## config.mk

```make
export PLATFORM = sky130hd
export DESIGN_NAME = wm_uart
export DESIGN_NICKNAME = d
export VERILOG_FILES = /design/src/rtl/wm_uart_pkg.sv /design/src/rtl/wm_fifo.sv /design/src/rtl/wm_uart_tx.sv /design/src/rtl/wm_uart_rx.sv /design/src/rtl/wm_uart.sv
export SDC_FILE = /design/constraint.sdc
export NUM_CORES = 1
export LEC_CHECK = 0
export CAP_MARGIN = 40
export CORE_ASPECT_RATIO = 2
export CORE_MARGIN = 2
export CORE_UTILIZATION = 58
export DETAILED_ROUTE_END_ITERATION = 10
export DONT_BUFFER_PORTS = 1
export PLACE_DENSITY_LB_ADDON = 0.15
export SYNTH_ARGS = -nofsm -noshare
export SYNTH_HDL_FRONTEND = slang
export SYNTH_SLANG_ARGS = --single-unit
```

## constraint.sdc

```tcl
create_clock -name clk -period 2.8 [get_ports clk]
set_input_delay 0.56 -clock clk [delete_from_list [all_inputs] [get_ports clk]]
set_output_delay 0.56 -clock clk [all_outputs]
set_load 0.03 [all_outputs]
```

## src/rtl/wm_uart_pkg.sv

```systemverilog
package wm_uart_pkg;

    localparam int BYTE_W  = 8;
    localparam int WORD_W  = 32;
    localparam int WM_W    = 3;
    localparam int WM_LSB  = 16;
    localparam int FLAG_BIT = 31;

    typedef enum logic [2:0] {
        IDX_TXDATA = 3'd0,
        IDX_RXDATA = 3'd1,
        IDX_TXCTRL = 3'd2,
        IDX_RXCTRL = 3'd3,
        IDX_IE     = 3'd4,
        IDX_IP     = 3'd5,
        IDX_DIV    = 3'd6
    } reg_idx_e;

    typedef struct packed {
        logic [WM_W-1:0] wm;
        logic            two_stop;
        logic            en;
    } tx_cfg_t;

    typedef struct packed {
        logic [WM_W-1:0] wm;
        logic            en;
    } rx_cfg_t;

    typedef struct packed {
        logic rx;
        logic tx;
    } irq_vec_t;

    typedef enum logic [1:0] {
        LN_IDLE,
        LN_START,
        LN_DATA,
        LN_STOP
    } line_state_e;

    function automatic logic [WORD_W-1:0] tx_cfg_to_word(input tx_cfg_t c);
        logic [WORD_W-1:0] w;
        w = '0;
        w[0] = c.en;
        w[1] = c.two_stop;
        w[WM_LSB +: WM_W] = c.wm;
        return w;
    endfunction

    function automatic tx_cfg_t word_to_tx_cfg(input logic [WORD_W-1:0] w);
        tx_cfg_t c;
        c.en       = w[0];
        c.two_stop = w[1];
        c.wm       = w[WM_LSB +: WM_W];
        return c;
    endfunction

    function automatic logic [WORD_W-1:0] rx_cfg_to_word(input rx_cfg_t c);
        logic [WORD_W-1:0] w;
        w = '0;
        w[0] = c.en;
        w[WM_LSB +: WM_W] = c.wm;
        return w;
    endfunction

    function automatic rx_cfg_t word_to_rx_cfg(input logic [WORD_W-1:0] w);
        rx_cfg_t c;
        c.en = w[0];
        c.wm = w[WM_LSB +: WM_W];
        return c;
    endfunction

endpackage

```

## src/rtl/wm_fifo.sv

```systemverilog
module wm_fifo #(
    parameter int DEPTH = 8,
    parameter int WIDTH = 8,
    localparam int CNT_W = $clog2(DEPTH + 1),
    localparam int PTR_W = (DEPTH > 1) ? $clog2(DEPTH) : 1
) (
    input  logic             clk,
    input  logic             rst,
    input  logic             push,
    input  logic [WIDTH-1:0] push_data,
    input  logic             pop,
    output logic [WIDTH-1:0] head,
    output logic [CNT_W-1:0] count,
    output logic             full,
    output logic             empty
);

    logic [WIDTH-1:0] mem [DEPTH];
    logic [PTR_W-1:0] wr_ptr, rd_ptr;
    logic             do_push, do_pop;

    function automatic logic [PTR_W-1:0] bump(input logic [PTR_W-1:0] p);
        return (p == PTR_W'(DEPTH - 1)) ? '0 : p + PTR_W'(1);
    endfunction

    assign full    = (count == CNT_W'(DEPTH));
    assign empty   = (count == '0);
    assign do_push = push && !full;
    assign do_pop  = pop && !empty;
    assign head    = mem[rd_ptr];

    always_ff @(posedge clk) begin
        if (do_push) begin
            mem[wr_ptr] <= push_data;
        end
    end

    always_ff @(posedge clk) begin
        if (rst) begin
            wr_ptr <= '0;
            rd_ptr <= '0;
            count  <= '0;
        end else begin
            if (do_push) begin
                wr_ptr <= bump(wr_ptr);
            end
            if (do_pop) begin
                rd_ptr <= bump(rd_ptr);
            end
            case ({do_push, do_pop})
                2'b10:   count <= count + CNT_W'(1);
                2'b01:   count <= count - CNT_W'(1);
                default: count <= count;
            endcase
        end
    end

endmodule

```

## src/rtl/wm_uart_tx.sv

```systemverilog
module wm_uart_tx
    import wm_uart_pkg::*;
#(
    parameter int DIV_W = 16
) (
    input  logic              clk,
    input  logic              rst,
    input  logic              en,
    input  logic              two_stop,
    input  logic [DIV_W-1:0]  div,
    input  logic              fifo_empty,
    input  logic [BYTE_W-1:0] fifo_head,
    output logic              fifo_pop,
    output logic              txd,
    output logic              busy
);

    localparam int IDX_W = $clog2(BYTE_W);

    line_state_e       state;
    logic [DIV_W-1:0]  cnt;
    logic [BYTE_W-1:0] shreg;
    logic [IDX_W-1:0]  bit_idx;
    logic              stop_idx;
    logic              bit_done, frame_end, launch;

    assign bit_done  = (cnt >= div);
    assign frame_end = (state == LN_STOP) && bit_done && (stop_idx || !two_stop);
    assign launch    = ((state == LN_IDLE) || frame_end) && en && !fifo_empty;
    assign fifo_pop  = launch;
    assign busy      = (state != LN_IDLE);

    always_comb begin
        case (state)
            LN_START: txd = 1'b0;
            LN_DATA:  txd = shreg[0];
            default:  txd = 1'b1;
        endcase
    end

    always_ff @(posedge clk) begin
        if (rst) begin
            state    <= LN_IDLE;
            cnt      <= '0;
            shreg    <= '0;
            bit_idx  <= '0;
            stop_idx <= 1'b0;
        end else begin
            if (state != LN_IDLE) begin
                cnt <= bit_done ? '0 : cnt + DIV_W'(1);
            end
            if (launch) begin
                state <= LN_START;
                shreg <= fifo_head;
                cnt   <= '0;
            end else begin
                case (state)
                    LN_START: begin
                        if (bit_done) begin
                            state   <= LN_DATA;
                            bit_idx <= '0;
                        end
                    end
                    LN_DATA: begin
                        if (bit_done) begin
                            shreg <= shreg >> 1;
                            if (bit_idx == IDX_W'(BYTE_W - 1)) begin
                                state    <= LN_STOP;
                                stop_idx <= 1'b0;
                            end else begin
                                bit_idx <= bit_idx + IDX_W'(1);
                            end
                        end
                    end
                    LN_STOP: begin
                        if (frame_end) begin
                            state <= LN_IDLE;
                        end else if (bit_done) begin
                            stop_idx <= 1'b1;
                        end
                    end
                    default: ;
                endcase
            end
        end
    end

endmodule

```

## src/rtl/wm_uart_rx.sv

```systemverilog
module wm_uart_rx
    import wm_uart_pkg::*;
#(
    parameter int DIV_W = 16,
    parameter int SYNC_STAGES = 2
) (
    input  logic              clk,
    input  logic              rst,
    input  logic              en,
    input  logic [DIV_W-1:0]  div,
    input  logic              rxd,
    output logic              push,
    output logic [BYTE_W-1:0] push_data
);

    localparam int IDX_W = $clog2(BYTE_W);

    logic [SYNC_STAGES-1:0] sync_q;
    logic                   rx_s;
    line_state_e            state;
    logic [DIV_W-1:0]       cnt;
    logic [BYTE_W-1:0]      shreg;
    logic [IDX_W-1:0]       bit_idx;
    logic                   half_done, bit_done;

    assign rx_s      = sync_q[SYNC_STAGES-1];
    assign half_done = (cnt >= (div >> 1));
    assign bit_done  = (cnt >= div);
    assign push_data = shreg;

    always_ff @(posedge clk) begin
        if (rst) begin
            sync_q <= '1;
        end else begin
            sync_q <= {sync_q[SYNC_STAGES-2:0], rxd};
        end
    end

    always_ff @(posedge clk) begin
        if (rst) begin
            state   <= LN_IDLE;
            cnt     <= '0;
            shreg   <= '0;
            bit_idx <= '0;
            push    <= 1'b0;
        end else begin
            push <= 1'b0;
            case (state)
                LN_IDLE: begin
                    cnt <= '0;
                    if (en && !rx_s) begin
                        state <= LN_START;
                    end
                end
                LN_START: begin
                    if (half_done) begin
                        cnt     <= '0;
                        bit_idx <= '0;
                        state   <= rx_s ? LN_IDLE : LN_DATA;
                    end else begin
                        cnt <= cnt + DIV_W'(1);
                    end
                end
                LN_DATA: begin
                    if (bit_done) begin
                        cnt   <= '0;
                        shreg <= {rx_s, shreg[BYTE_W-1:1]};
                        if (bit_idx == IDX_W'(BYTE_W - 1)) begin
                            state <= LN_STOP;
                        end else begin
                            bit_idx <= bit_idx + IDX_W'(1);
                        end
                    end else begin
                        cnt <= cnt + DIV_W'(1);
                    end
                end
                LN_STOP: begin
                    if (bit_done) begin
                        cnt   <= '0;
                        state <= LN_IDLE;
                        push  <= rx_s;
                    end else begin
                        cnt <= cnt + DIV_W'(1);
                    end
                end
                default: state <= LN_IDLE;
            endcase
        end
    end

endmodule

```

## src/rtl/wm_uart.sv

```systemverilog
module wm_uart
    import wm_uart_pkg::*;
#(
    parameter int FIFO_DEPTH = 8,
    parameter int DIV_W      = 16,
    parameter int DIV_RESET  = 0,
    parameter int ADDR_W     = 5
) (
    input  logic              clk,
    input  logic              rst,
    input  logic              reg_valid,
    input  logic              reg_write,
    input  logic [ADDR_W-1:0] reg_addr,
    input  logic [WORD_W-1:0] reg_wdata,
    output logic [WORD_W-1:0] reg_rdata,
    output logic              irq,
    output logic              txd,
    input  logic              rxd
);

    localparam int CNT_W   = $clog2(FIFO_DEPTH + 1);
    localparam int IDX_LSB = 2;

    tx_cfg_t           tx_cfg;
    rx_cfg_t           rx_cfg;
    irq_vec_t          ie_q, ip;
    logic [DIV_W-1:0]  div_q;

    reg_idx_e          sel;
    logic              hit, wr, rd;
    logic              tx_push, tx_pop, tx_full, tx_empty, tx_busy;
    logic [BYTE_W-1:0] tx_head;
    logic [CNT_W-1:0]  tx_count;
    logic              rx_push, rx_pop, rx_full, rx_empty;
    logic [BYTE_W-1:0] rx_head, rx_byte;
    logic [CNT_W-1:0]  rx_count;

    assign sel = reg_idx_e'(reg_addr[IDX_LSB +: 3]);
    assign hit = reg_valid && (reg_addr[1:0] == 2'b00) && ((reg_addr >> 5) == '0);
    assign wr  = hit && reg_write;
    assign rd  = hit && !reg_write;

    assign tx_push = wr && (sel == IDX_TXDATA);
    assign rx_pop  = rd && (sel == IDX_RXDATA);

    assign ip.tx = (tx_count < CNT_W'(tx_cfg.wm));
    assign ip.rx = (rx_count > CNT_W'(rx_cfg.wm));
    assign irq   = |(ie_q & ip);

    always_ff @(posedge clk) begin
        if (rst) begin
            tx_cfg <= '0;
            rx_cfg <= '0;
            ie_q   <= '0;
            div_q  <= DIV_W'(DIV_RESET);
        end else if (wr) begin
            case (sel)
                IDX_TXCTRL: tx_cfg <= word_to_tx_cfg(reg_wdata);
                IDX_RXCTRL: rx_cfg <= word_to_rx_cfg(reg_wdata);
                IDX_IE:     ie_q   <= irq_vec_t'(reg_wdata[1:0]);
                IDX_DIV:    div_q  <= reg_wdata[DIV_W-1:0];
                default: ;
            endcase
        end
    end

    always_comb begin
        reg_rdata = '0;
        case (sel)
            IDX_TXDATA: reg_rdata[FLAG_BIT] = tx_full;
            IDX_RXDATA: begin
                reg_rdata[FLAG_BIT]   = rx_empty;
                reg_rdata[BYTE_W-1:0] = rx_empty ? '0 : rx_head;
            end
            IDX_TXCTRL: reg_rdata = tx_cfg_to_word(tx_cfg);
            IDX_RXCTRL: reg_rdata = rx_cfg_to_word(rx_cfg);
            IDX_IE:     reg_rdata[1:0] = ie_q;
            IDX_IP:     reg_rdata[1:0] = ip;
            IDX_DIV:    reg_rdata[DIV_W-1:0] = div_q;
            default: ;
        endcase
    end

    wm_fifo #(.DEPTH(FIFO_DEPTH), .WIDTH(BYTE_W)) u_tx_fifo (
        .clk       (clk),
        .rst       (rst),
        .push      (tx_push),
        .push_data (reg_wdata[BYTE_W-1:0]),
        .pop       (tx_pop),
        .head      (tx_head),
        .count     (tx_count),
        .full      (tx_full),
        .empty     (tx_empty)
    );

    wm_fifo #(.DEPTH(FIFO_DEPTH), .WIDTH(BYTE_W)) u_rx_fifo (
        .clk       (clk),
        .rst       (rst),
        .push      (rx_push),
        .push_data (rx_byte),
        .pop       (rx_pop),
        .head      (rx_head),
        .count     (rx_count),
        .full      (rx_full),
        .empty     (rx_empty)
    );

    wm_uart_tx #(.DIV_W(DIV_W)) u_tx (
        .clk        (clk),
        .rst        (rst),
        .en         (tx_cfg.en),
        .two_stop   (tx_cfg.two_stop),
        .div        (div_q),
        .fifo_empty (tx_empty),
        .fifo_head  (tx_head),
        .fifo_pop   (tx_pop),
        .txd        (txd),
        .busy       (tx_busy)
    );

    wm_uart_rx #(.DIV_W(DIV_W)) u_rx (
        .clk       (clk),
        .rst       (rst),
        .en        (rx_cfg.en),
        .div       (div_q),
        .rxd       (rxd),
        .push      (rx_push),
        .push_data (rx_byte)
    );

endmodule

```

=== After elaboration in Yosys (flattened, before gate mapping) ===
Memories as Yosys holds them, arrays and structs flattened. A register that Yosys moved wholly into a read port is not among the register bits.
Index checks and enable logic that the tools add are counted.

* Mux-type cells: 54
* Eq/ne operators: 41
* Reductions and logical operators: 55
* Bitwise operators: 4
* Add/subtract/negate cells: 12
* $lt $le $gt $ge: 5

{| class="wikitable"
|+ Operators by type and width
! kind !! number
|-
| two-way mux 16 bit || 3
|-
| case mux 16 bit (3 select lines) || 1
|-
| two-way mux 3 bit || 14
|-
| two-way mux 8 bit || 5
|-
| adder 16 x 1 -> 16 bit (second input constant) || 2
|-
| greater-or-equal comparator 16 bit || 2
|-
| == test 3 bit (second input constant) || 9
|-
| two-way mux 2 bit || 10
|-
| inequality test 2 x 1 -> 1 bit (second input constant) || 10
|-
| AND reduction 5 bit || 4
|-
| adder 3 x 1 -> 3 bit (second input constant) || 6
|-
| case mux 3 bit (2 select lines) || 3
|-
| greater-or-equal comparator 16 x 15 -> 1 bit || 1
|-
| case mux 4 bit (2 select lines) || 2
|-
| nonzero test 2 bit || 8
|-
| logical AND 1 bit || 14
|-
| == test 2 bit (second input constant) || 6
|-
| inequality test 3 x 2 -> 1 bit (second input constant) || 4
|-
| case mux 2 bit (6 select lines) || 1
|-
| case mux 6 bit (2 select lines) || 1
|-
| AND reduction 2 bit || 6
|-
| two-way mux 1 bit || 9
|-
| adder 4 x 1 -> 4 bit (second input constant) || 2
|-
| == test 2 x 1 -> 1 bit (second input constant) || 4
|-
| other kinds (23) || 44
|}

* Bits in registers: 109
* RAM bits: 128
* Memories kept: 2

{| class="wikitable"
|+ Memories
! memory !! depth !! width !! rd ports !! clocked after Yosys merged registers in !! write ports !! RTL line !! RTL
|-
| u_rx_fifo.mem || 8 || 8 || 1 || 1 || 1 || wm_fifo.sv:18 || <nowiki>logic [WIDTH-1:0] mem [DEPTH];</nowiki>
|-
| u_tx_fifo.mem || 8 || 8 || 1 || 1 || 1 || wm_fifo.sv:18 ||
|}

=== Depth between registers and ports, before layout ===
* Word-level depth: 9
* Gate-level depth with buffers: 15
* Gate-level depth less buffers: 15

=== Hierarchy ===
Synthesis repeated with hierarchy kept, for this count alone.

* Cell total of the unflattened synthesis: 1027
* Area total of the unflattened synthesis: 11960.2 um2

{| class="wikitable"
|+ Modules (own cells, without submodules)
! module !! area an instance (um2) !! instances !! cells an instance !! sequential area each (um2)
|-
| wm_fifo || 3095.5 || 2 || 171 || 2182.1
|-
| wm_uart_rx || 2090.8 || 1 || 241 || 640.6
|-
| wm_uart_tx || 2048.2 || 1 || 244 || 600.6
|-
| wm_uart || 1630.3 || 1 || 200 || 540.5
|}

=== Least setup slack after synthesis ===
No wires, ideal clock.

* Kind: reg2reg
* Start point: register u_tx.cnt[0]
* End point: register u_tx_fifo.count[2]
* Arrival time: 3.037 ns
* Required time: 2.729 ns
* Slack: -0.307 ns
* Setup time: 0.071 ns
* Stages on the path, launching flop included: 16
* Path through: dfxtp_1 > inv_1 > ha_1 > nand2b_1 > a2111o_1 > a32oi_2 > nand3_2 > nand2_4 > inv_2 > ha_1 > xor2_1 > ha_1 > a21oi_1 > xor2_1 > or3_1 > a21oi_1

* Longest elaborated chain between the ends: 9

{| class="wikitable"
|+ Ends and longest elaborated chain
! element !! RTL line !! RTL
|-
| start, declared || wm_uart_tx.sv:21 || <nowiki>logic [DIV_W-1:0] cnt;</nowiki>
|-
| start signal, assigned || wm_uart_tx.sv:50 || <nowiki>cnt <= bit_done ? '0 : cnt + DIV_W'(1);</nowiki>
|-
| greater-or-equal comparator 16 bit (*) || wm_uart_tx.sv:27 || <nowiki>assign bit_done = (cnt >= div);</nowiki>
|-
| logical AND 1 bit (*) (2 in series) || wm_uart_tx.sv:28 || <nowiki>assign frame_end = (state == LN_STOP) && bit_done && (stop_idx || !two_stop);</nowiki>
|-
| logical OR 1 bit (*) || wm_uart_tx.sv:29 || <nowiki>assign launch = ((state == LN_IDLE) || frame_end) && en && !fifo_empty;</nowiki>
|-
| logical AND 1 bit (*) (2 in series) || wm_uart_tx.sv:29 ||
|-
| logical AND 1 bit (*) || wm_fifo.sv:29 || <nowiki>assign do_pop = pop && !empty;</nowiki>
|-
| == test 2 x 1 -> 1 bit or == test 2 bit (tied branches) || wm_fifo.sv:50 || <nowiki>case ({do_push, do_pop})</nowiki>
|-
| case mux 4 bit (2 select lines) or nonzero test 2 bit (tied branches) || - ||
|-
| end signal, assigned || wm_fifo.sv:51 || <nowiki>2'b10: count <= count + CNT_W'(1);</nowiki>
|-
| end signal, assigned || wm_fifo.sv:52 || <nowiki>2'b01: count <= count - CNT_W'(1);</nowiki>
|-
| end signal, assigned || wm_fifo.sv:53 || <nowiki>default: count <= count;</nowiki>
|-
| end, declared || wm_fifo.sv:13 || <nowiki>output logic [CNT_W-1:0] count,</nowiki>
|}

Mark *: on every way between the ends. The rest lies on a longest branch, timed or not.
A chain may end at the register's enable or synchronous reset.

=== Final worst setup path ===
Same ends and word-level chain as after synthesis.

==> results.json <==
{
  "initial_utilization_pct": 58.9,
  "cts_buffers": 22,
  "n_antenna_cell": 0,
  "cts_tree": "built",
  "crit_fanout": 2,
  "rsz0062_at_grt": "true",
  "worst-path-buf-inv": 2,
  "worstPathArrival_ps": 3330,
  "portBuffers": 0,
  "grt_pass1_vias": 7954,
  "clkTransAtPathRegs_ps": 70,
  "layout.cells.non_filler": 1334,
  "hold_class": "in2reg",
  "pin_count": 76,
  "synth_top_area_cell": "edfxtp_1",
  "holdCritStartpoint": "rst",
  "grt_use_total_pct": 24.9,
  "yosys_warnings": 0,
  "hold_buffers": 0,
  "slew_headroom_pct": 49.0,
  "nets": 1176,
  "power.leakage_nw": 4.75,
  "setup_viol": 1,
  "clock_path_buffers": 3,
  "die_w_um": 104,
  "num_rows": 73,
  "via_per_inst": 5.74,
  "synth_seq_cells": 243,
  "hold_end": "u_tx.state[1]",
  "ff2ff_setup_slack_ps": -60,
  "placed_area_mm2": 0.0124,
  "status": "complete, but fails checks",
  "cpLargestDelayFamily": "compound AO/OA/AOI/OAI gates",
  "wirelength_um": 26200,
  "synth_flop_cell": "edfxtp_1",
  "fin_crit_sh_pct": 102,
  "required_ps": 3270,
  "synth.top_cell.area_share_pct": 33.1,
  "worstSetupEndpointType": "register",
  "synth_cell_types": 75,
  "grt_max_degree": 69,
  "rr_endpoint": "u_tx_fifo.count[2]",
  "fillers": 1501,
  "drt-initial-drc-count": 299,
  "final_common_cell": "edfxtp_1",
  "syn-cell-area_mm2": 0.0116,
  "synth_edf_count": 128,
  "syn2layout_area_growth_pct": 14.8,
  "fmax_mhz": 350,
  "via_count": 7652,
  "start_kind": "register",
  "synthTopCellsByArea": "edfxtp_1, dfxtp_1, ha_1",
  "cp_slowest_stage_delay_ps": 430,
  "overflow": 0,
  "htreeDepth": 1,
  "min_period_ps": 2860,
  "coreArea_mm2": 0.0197,
  "avgRoutedWirePerCell_um": 19.6,
  "dp_hpwl_um": 18900,
  "synthArstFlopShare_pct": 0,
  "gp_congestion": 0.837,
  "ys_seq_area_share_pct": 52.9,
  "tightestPinTransition_ps": 764,
  "crit_chain": "inv_2, ha_4, nand2b_4, a2111o_1, a32oi_2, nand3_2, nand2_4, inv_4, ha_4, xor2_1, ha_2, a21oi_2, xor2_1, or3_1, a21oi_2",
  "postLayoutCoreUtil_pct": 67.6,
  "layout_common_cells": "edfxtp_1, dfxtp_1, nand2_1",
  "postLayoutCellArea_mm2": 0.0133,
  "setup_slack_ps": -58.0,
  "layout-drive-gt1-share_pct": 21.4,
  "worst-r2r-cell-count": 15,
  "drt-pass1-iter-count": 5,
  "hold_viol_final": 0,
  "holdPathStages": 1,
  "synth.avg_cell_area_um2": 11.8,
  "crit_type": "reg2reg",
  "clock_sinks": 243,
  "ant_nets": 0,
  "antenna_found_initial": 0,
  "skew_ps": 11.2,
  "power.density_mw_per_mm2": 522,
  "timing.rr.start": "u_tx.cnt[0]",
  "place_inst": 1288,
  "syn_inst": 983,
  "route.detailed.drc": 0,
  "max-cap-violations": 0,
  "vdd_ir_drop_max_v": 0.000601,
  "totalPowerFinal_w": 0.00697,
  "violations": "setup timing",
  "finalMaxSlewViolations": 0,
  "die_area_mm2": 0.0213,
  "grt_pass1_wl_um": 40900,
  "die_height_um": 204,
  "slowest_stage": "a2111o_1",
  "cts_root_buffer": "clkbuf_16",
  "clock_latency_ps": 530
}
[cell families (layout without fill, tap and decap cells)]
family,Yosys count,count (layout),share of synthesized area (%)
simple gates,301,301,13.1
flops,243,243,52.9
compound gates,156,156,8.86
buf+inv,87,165,3.38
mux,81,81,10.5
fa+ha+maj,78,78,8.46
xor+xnor,36,36,2.71
other cells,1,12,0.0323
[area by class of cell]
class	count	area [um2]	area share [%]
clock buffers	24	558	4.18
clock inverters	16	199	1.49
inverters	41	156	1.17
multi-input cells	664	5300	39.7
flip-flops and latches	243	6160	46.2
well taps	262	328	2.46
repair buffers	84	647	4.85
[stage by stage]
stage | setup TNS, ps | hold WS [ps] | setup slack [ps]
final | -58.0 | 98.7 | -58.0
after global routing | -300 | 88.3 | -116
after CTS | -14.0 | 90.7 | -14.0
after detailed placement | -85.9 | 407 | -85.9
after global placement | -14.8 | 406 | -14.8
after floorplan | -110 | 389 | -64.6
[flip-flops by register name, summed over array words and instances (netlist names), named ones only]
| name | cells |
|---|---|
| u_rx.push_data | 8 |
| u_rx_fifo.count | 4 |
| u_tx.shreg | 8 |
| u_tx_fifo.mem | 64 |
| ie_q | 2 |
| u_tx.state | 2 |
| u_rx.bit_idx | 3 |
| u_tx.cnt | 16 |
| u_rx_fifo.mem | 64 |
| u_rx.push | 1 |
| u_rx_fifo.rd_ptr | 3 |
| u_rx.sync_q | 2 |
| u_rx.cnt | 16 |
| u_rx_fifo.wr_ptr | 3 |
| tx_cfg | 5 |
| u_tx_fifo.count | 4 |
| div_q | 16 |
| u_tx.bit_idx | 3 |
| rx_cfg | 4 |
| u_tx.stop_idx | 1 |
| u_rx.state | 1 |
| u_tx_fifo.wr_ptr | 3 |
| u_tx_fifo.rd_ptr | 3 |
[worst max path at each step]
stage	start	end	slack, ps	depth (start not counted)
after floorplan	u_tx.cnt[0]	u_tx_fifo.count[2]	-60	15
after global placement	u_tx.cnt[0]	u_tx_fifo.count[2]	-10	15
after detailed placement	u_tx.cnt[0]	u_tx_fifo.count[2]	-90	15
after CTS	u_tx.cnt[0]	u_tx_fifo.count[2]	-10	15
after global routing	u_tx.cnt[0]	u_tx_fifo.count[2]	-120	15
final	u_tx.cnt[0]	u_tx_fifo.count[2]	-60	15
[power by group]
part	total, W	internal, W	leakage (nW)	switching (W)
logic	0.0000994	0.0000306	2.28	0.0000688
clock network	0.00314	0.00176	0.375	0.00138
registers	0.00373	0.00373	2.10	0.00000240
total	0.00697	0.00552	4.75	0.00145
[cell usage after synthesis (13+ instances only)]
cell type  count
xor2_1        23
edfxtp_1     128
inv_1         38
buf_4         13
mux2i_1       40
nor2_1        83
mux4_2        32
nand3_1       24
o21ai_0       19
nor3_1        17
nand2b_1      15
nand2_1       88
o21ai_1       14
clkbuf_1      20
a21oi_1       69
ha_1          77
dfxtp_1      115
xnor2_1       13
[routing by layer]
metal / vias to the layer above / global-route usage (%) / share of wire [%]
met3: 75 / 3.70 / 4.0
li1: 3707 / - / -
met4: 0 / 14.7 / 6.1
met1: 3701 / 23.4 / 33
met5: - / 0 / 0
met2: 169 / 49.6 / 56
[what timing repair did]
item / 4_1_cts / 5_1_grt
gates resized for setup: 13 / 18
buffers inserted: 2 / 4
pin swaps: 2 / 9
setup endpoints to repair: 4 / 21
Power figures use the tool's default switching activity.
